File: config.mk
export PLATFORM = sky130hd
export DESIGN_NAME = ctl_state_bank
export DESIGN_NICKNAME = d
export VERILOG_FILES = /design/src/rtl/csb_pkg.sv /design/src/rtl/csb_flags.sv /design/src/rtl/csb_bank.sv /design/src/rtl/ctl_state_bank.sv
export SDC_FILE = /design/constraint.sdc
export NUM_CORES = 2
export LEC_CHECK = 0
export CORE_ASPECT_RATIO = 0.8
export CORE_MARGIN = 2
export CORE_UTILIZATION = 25
export DETAILED_ROUTE_END_ITERATION = 16
export PLACE_DENSITY_LB_ADDON = 0.3
export SETUP_SLACK_MARGIN = 0.2
export SLEW_MARGIN = 20
export SYNTH_ARGS = -nofsm -noshare
export SYNTH_HDL_FRONTEND = slang
export SYNTH_SLANG_ARGS = --single-unit
File: constraint.sdc
create_clock -name clk -period 12.5 [get_ports clk]
set_input_delay 1.25 -clock clk [delete_from_list [all_inputs] [get_ports clk]]
set_output_delay 1.25 -clock clk [all_outputs]
set_load 0.005 [all_outputs]
File: src/rtl/csb_pkg.sv
package csb_pkg;
  localparam int XLEN = 32;
  localparam logic [XLEN-1:0] SR_WMASK   = 32'h7000_83F3;
  localparam logic [XLEN-1:0] FP_WMASK   = 32'h003F_FFFF;
  localparam logic [XLEN-1:0] SR_RSTVAL  = 32'h7000_00F0;
  localparam logic [XLEN-1:0] FP_RSTVAL  = 32'h0004_0001;
  localparam int SR_T  = 0;
  localparam int SR_S  = 1;
  localparam int SR_Q  = 8;
  localparam int SR_M  = 9;
  localparam int SR_RB = 29;
  localparam int SR_MD = 30;
  localparam int FP_PR = 19;
  localparam int FP_SZ = 20;
  localparam int FP_FR = 21;
  localparam logic [XLEN-1:0] FLAG_POS = (32'h1 << SR_T) | (32'h1 << SR_S) |
                                         (32'h1 << SR_Q) | (32'h1 << SR_M);

  typedef struct packed {
    logic q;
    logic m;
    logic s;
    logic t;
  } flags_t;
endpackage

File: src/rtl/csb_flags.sv
module csb_flags
  import csb_pkg::*;
(
  input  logic       clk,
  input  logic       rst_n,
  input  logic       load,
  input  flags_t     load_val,
  input  logic [3:0] upd_we,
  input  logic [3:0] upd_val,
  output flags_t     flags
);
  flags_t rst_flags;
  assign rst_flags = '{q: SR_RSTVAL[SR_Q], m: SR_RSTVAL[SR_M],
                       s: SR_RSTVAL[SR_S], t: SR_RSTVAL[SR_T]};

  // a whole-word load outranks single-flag updates
  always_ff @(posedge clk) begin
    if (!rst_n) begin
      flags <= rst_flags;
    end else if (load) begin
      flags <= load_val;
    end else begin
      if (upd_we[0]) flags.t <= upd_val[0];
      if (upd_we[1]) flags.s <= upd_val[1];
      if (upd_we[2]) flags.m <= upd_val[2];
      if (upd_we[3]) flags.q <= upd_val[3];
    end
  end
endmodule

File: src/rtl/csb_bank.sv
module csb_bank #(
  parameter int W     = 32,
  parameter int DEPTH = 8,
  localparam int AW   = $clog2(DEPTH)
) (
  input  logic          clk,
  input  logic          rst_n,
  input  logic          sel,
  input  logic          we,
  input  logic [AW-1:0] waddr,
  input  logic [W-1:0]  wdata,
  input  logic [AW-1:0] raddr,
  output logic [W-1:0]  rdata
);
  logic [1:0][W-1:0] bank_rd;

  for (genvar b = 0; b < 2; b++) begin : g_set
    logic [W-1:0] cells [DEPTH];
    always_ff @(posedge clk) begin
      if (!rst_n) begin
        for (int i = 0; i < DEPTH; i++) cells[i] <= '0;
      end else if (we && (sel == b[0])) begin
        cells[waddr] <= wdata;
      end
    end
    assign bank_rd[b] = cells[raddr];
  end

  assign rdata = bank_rd[sel];
endmodule

File: src/rtl/ctl_state_bank.sv
module ctl_state_bank
  import csb_pkg::*;
#(
  parameter int NGPR = 8,
  parameter int NFPR = 16,
  localparam int GAW = $clog2(NGPR),
  localparam int FAW = $clog2(NFPR)
) (
  input  logic            clk,
  input  logic            rst_n,
  input  logic            sr_we,
  input  logic [31:0]     sr_wdata,
  output logic [31:0]     sr_rdata,
  input  logic [3:0]      flag_we,
  input  logic [3:0]      flag_wdata,
  input  logic            fpscr_we,
  input  logic [31:0]     fpscr_wdata,
  output logic [31:0]     fpscr_rdata,
  input  logic            gpr_we,
  input  logic [GAW-1:0]  gpr_waddr,
  input  logic [31:0]     gpr_wdata,
  input  logic [GAW-1:0]  gpr_raddr,
  output logic [31:0]     gpr_rdata,
  input  logic            fpr_we,
  input  logic [FAW-1:0]  fpr_waddr,
  input  logic [31:0]     fpr_wdata,
  input  logic [FAW-1:0]  fpr_raddr,
  output logic [31:0]     fpr_rdata,
  output logic [2:0]      exec_mode,
  output logic            mask_chg
);
  logic [31:0] sr_word;
  logic [31:0] fp_word;
  logic [31:0] sr_next;
  logic [31:0] fp_next;
  flags_t      flags;
  flags_t      wr_flags;
  logic        int_sel;
  logic        fp_sel;

  assign sr_next = sr_wdata & SR_WMASK;
  assign fp_next = fpscr_wdata & FP_WMASK;
  assign wr_flags = '{q: sr_wdata[SR_Q], m: sr_wdata[SR_M],
                      s: sr_wdata[SR_S], t: sr_wdata[SR_T]};

  // set selection follows stored words; a changed condition flips the pointer
  assign int_sel = sr_word[SR_MD] & sr_word[SR_RB];
  assign fp_sel  = fp_word[FP_FR];

  always_ff @(posedge clk) begin
    if (!rst_n) begin
      sr_word   <= SR_RSTVAL;
      fp_word   <= FP_RSTVAL;
      exec_mode <= {SR_RSTVAL[SR_MD], FP_RSTVAL[FP_SZ], FP_RSTVAL[FP_PR]};
      mask_chg  <= 1'b0;
    end else begin
      if (sr_we) sr_word <= sr_next;
      if (fpscr_we) fp_word <= fp_next;
      if (sr_we || fpscr_we) begin
        exec_mode <= {(sr_we ? sr_next[SR_MD] : sr_word[SR_MD]),
                      (fpscr_we ? fp_next[FP_SZ] : fp_word[FP_SZ]),
                      (fpscr_we ? fp_next[FP_PR] : fp_word[FP_PR])};
      end
      mask_chg <= sr_we;
    end
  end

  csb_flags u_flags (
    .clk      (clk),
    .rst_n    (rst_n),
    .load     (sr_we),
    .load_val (wr_flags),
    .upd_we   (flag_we),
    .upd_val  (flag_wdata),
    .flags    (flags)
  );

  always_comb begin
    sr_rdata = sr_word & ~FLAG_POS;
    sr_rdata[SR_T] = flags.t;
    sr_rdata[SR_S] = flags.s;
    sr_rdata[SR_Q] = flags.q;
    sr_rdata[SR_M] = flags.m;
  end

  assign fpscr_rdata = fp_word;

  csb_bank #(.W(XLEN), .DEPTH(NGPR)) u_gpr (
    .clk   (clk),
    .rst_n (rst_n),
    .sel   (int_sel),
    .we    (gpr_we),
    .waddr (gpr_waddr),
    .wdata (gpr_wdata),
    .raddr (gpr_raddr),
    .rdata (gpr_rdata)
  );

  csb_bank #(.W(XLEN), .DEPTH(NFPR)) u_fpr (
    .clk   (clk),
    .rst_n (rst_n),
    .sel   (fp_sel),
    .we    (fpr_we),
    .waddr (fpr_waddr),
    .wdata (fpr_wdata),
    .raddr (fpr_raddr),
    .rdata (fpr_rdata)
  );
endmodule

==> out/results.tsv <==
stage	metric	value	unit
worst_setup_path	path_buf_inv	4	
logic_synthesis	yosysTopAreaCellShare	64.2	%
floorplanning	die_x	603	µm
timing	fin_tns_setup	0	ns
worst_setup_path	critPathSlowestCell	nor2_4	
logic_synthesis	synth_cell_types	36	
logic_synthesis	async_reset_ff_share	0	%
logic_synthesis	synth_area_leaders	edfxtp_1, and2_1, mux2i_1, mux4_2, clkbuf_1	
floorplanning	die_h	483	µm
final_layout	design_area	83600	µm²
job	cap_violations	0	
logic_synthesis	synthSimpleGateAreaFrac	16.0	%
global_route	grt_pass1_wl	302	mm
placement	port_buffers	227	
timing	grt_setup_unrepaired	false	
timing	finClkSkew	0.0742	ns
detailed_routing	wire_per_inst	23.6	µm
logic_synthesis	synth_flop_cell	edfxtp_1	
cts	cts_setup_buffers	0	
cts	clkSinkCount	1574	
floorplanning	die_area	292000	µm²
final_layout	final_net_count	5242	
logic_synthesis	syn_area	71800	µm²
worst_setup_path	path_cells	clkdlybuf4s50_1 > nor2_4 > buf_4 > buf_4 > a22o_1 > nor3_1 > a31oi_1 > nand3_1 > clkdlybuf4s50_1	
worst_setup_path	crit_arrival	5.77	ns
detailed_routing	drt_wl_total	213	mm
logic_synthesis	syn_area_per_cell	14.3	µm²
placement	place.gp.congestion	0.740	
global_route	gr-usage-met1	19.5	%
floorplanning	start_util	25.2	%
worst_setup_path	required	11.25	ns
timing	maxSlewViolCount	0	
hold_path	min_from	sr_word[5]	
worst_setup_path	critPathLaunch	fpr_raddr[2]	
logic_synthesis	synth_compound_area_share	3.02	%
timing	tightest_slew	1.21	ns
placement	dp_hpwl	118	mm
logic_synthesis	synth.largest_area_cell	edfxtp_1	
cts	htree_levels	4	
global_route	grt-busiest-layer	met2	
placement	place_area	78400	µm²
logic_synthesis	synthAdderAreaFrac	0	%
power	power_density	141	nW/µm²
hold_path	hp-class	reg -> reg	
global_route	met3_usage	2.27	%
detailed_routing	drtPass1Iterations	6	
logic_synthesis	synth_most_common_cell	and2_1	
global_route	track_usage	14.2	%
logic_synthesis	postSynthCellCount	5012	
cts	cts_resized	0	
timing	relSlewSlack	19.4	%
outcome	status	complete, no violations	
worst_setup_path	cp_max_fo	54	
cts	path_clk_slew	0.06	ns
timing	setup_viol	0	
global_route	grt_max_degree	138	
logic_synthesis	synth_mux_area_share	12.6	%
timing	fin_crit_sh	56.1	%
final_layout	seqCellArea	46900	µm²
floorplanning	ios	288	
worst_setup_path	reg2reg_from	sr_word[30]	
logic_synthesis	synth_edf_count	1536	
power	leakagePower	30.8	nW
detailed_routing	dr.first_iter.drc_count	3560	
timing	finalHoldViolations	0	
detailed_routing	antenna_left	0	
cts	clockBufferDepth	4	
logic_synthesis	netlist_top_cells_count	and2_1, edfxtp_1, mux2i_1	
worst_setup_path	start_kind	input port	
floorplanning	core-area	285000	µm²
worst_setup_path	max_stage_delay	0.83	ns
worst_setup_path	endpoint_kind	output pin	
logic_synthesis	synth_xor_area_share	0	%
floorplanning	rows	175	
cts	tritoncts	done	
global_route	grt_pass1_vias	40700	
detailed_routing	route.detailed.drc	0	
worst_setup_path	critPathTopFamily	buffers and inverters	
final_layout	drive_above_1_share	12.3	%
logic_synthesis	synth_top_family_by_area	simple AND/OR/NAND/NOR gates	
cts	worstSkewPairLatency	0.85	ns
cts	root_buffer	clkbuf_16	
global_route	use_met2	23.5	%
worst_setup_path	path_class	in -> out	
detailed_routing	via_count	40500	
final_layout	multiInputGateArea	23400	µm²
logic_synthesis	synth-seq-cells	1574	
power	ir_drop	114	µV
global_route	antenna_found_initial	37	
logic_synthesis	synth_seq_area_share	65.3	%
final_layout	nFillCells	28300	
timing	min_period	7.02	ns
logic_synthesis	yosysWarningCount	0	
final_layout	syn_to_final_growth	16.5	%
cts	cts.hold.buffers_added	0	
detailed_routing	vias_per_cell	4.49	
cts	numCtsBuffers	174	
timing	fmax	142	MHz
global_route	grt.overflow.total	0	
final timing paths:
check,endpoint,slack [ns],depth (start not counted)
worst min register to register,sr_word[5],0.48,2
worst min-delay path,sr_word[5],0.48,2
worst max register to register,u_gpr.g_set[0].cells[1][11],8.43,7
worst max-delay path,fpr_rdata[29],5.48,9
cell families after synthesis:
group | Yosys count
AO/OA/AOI/OAI | 328
buffers and inverters | 493
flip-flops | 1574
multiplexers | 705
other | 1
AND/OR/NAND/NOR | 1911
registers in the layout, summed over array words and instances (netlist names):
signal,cells
u_flags.flags,4
sr_word,8
exec_mode,3
u_fpr.g_set.cells,1024
u_gpr.g_set.cells,512
mask_chg,1
fpscr_rdata,22
layer usage:
metal  vias to the layer above  part of all wire, %
li1                      18200                    -
met5                         -                0.043
met1                     20800                   44
met2                      1146                   48
met4                        14                  2.0
met3                       300                  5.8
stage by stage:
step / utilization (%) / power [W] / setup slack (ns) / cells / hold slack [ns]
after floorplan: - / 0.00663 / 7.65 / 5041 / 0.466
after global placement: 27.5 / 0.00708 / 5.18 / 8707 / 0.457
after detailed placement: 27.5 / 0.00710 / 5.25 / 8712 / 0.462
after CTS: 29.3 / 0.0120 / 5.23 / 9012 / 0.480
after global routing: 29.4 / 0.0122 / 5.20 / 9015 / 0.491
final: 29.4 / 0.0118 / 5.48 / 9025 / 0.475
layout by cell type, fill, tap and decap left out, types with 32 or more instances in the layout:
cell / n
dfxtp_1: 38
clkinv_2: 35
clkbuf_16: 176
a21oi_1: 96
clkdlybuf4s50_1: 211
a31oi_1: 32
mux4_2: 160
mux2i_1: 545
nand2_1: 120
a22oi_1: 96
and2_1: 1543
clkinv_1: 44
nor3_1: 32
a22o_1: 64
buf_4: 124
edfxtp_1: 1536
nand3_1: 99
worst min-delay path: stages, from the launching register on:
cell     delay (ns)
dfxtp_1        0.32
mux2i_1        0.07
nand2_1        0.06
power by group:
group	switching, W	internal (W)	leakage (nW)
registers	0.0000478	0.00597	16.4
logic	0.000603	0.000341	11.9
clock network	0.00212	0.00273	2.56
total	0.00278	0.00904	30.8
final cells by class:
cell class              instances  share of cell area (%)
flip-flops and latches       1574                    56.1
multi-input cells            2974                    28.0
well taps                    3805                    5.69
clock buffers                 207                    5.42
repair buffers                361                    4.05
clock inverters                93                   0.764
diodes                         10                  0.0299
inverters                       1                 0.00449
No activity file was read; power rests on OpenSTA's default activity.
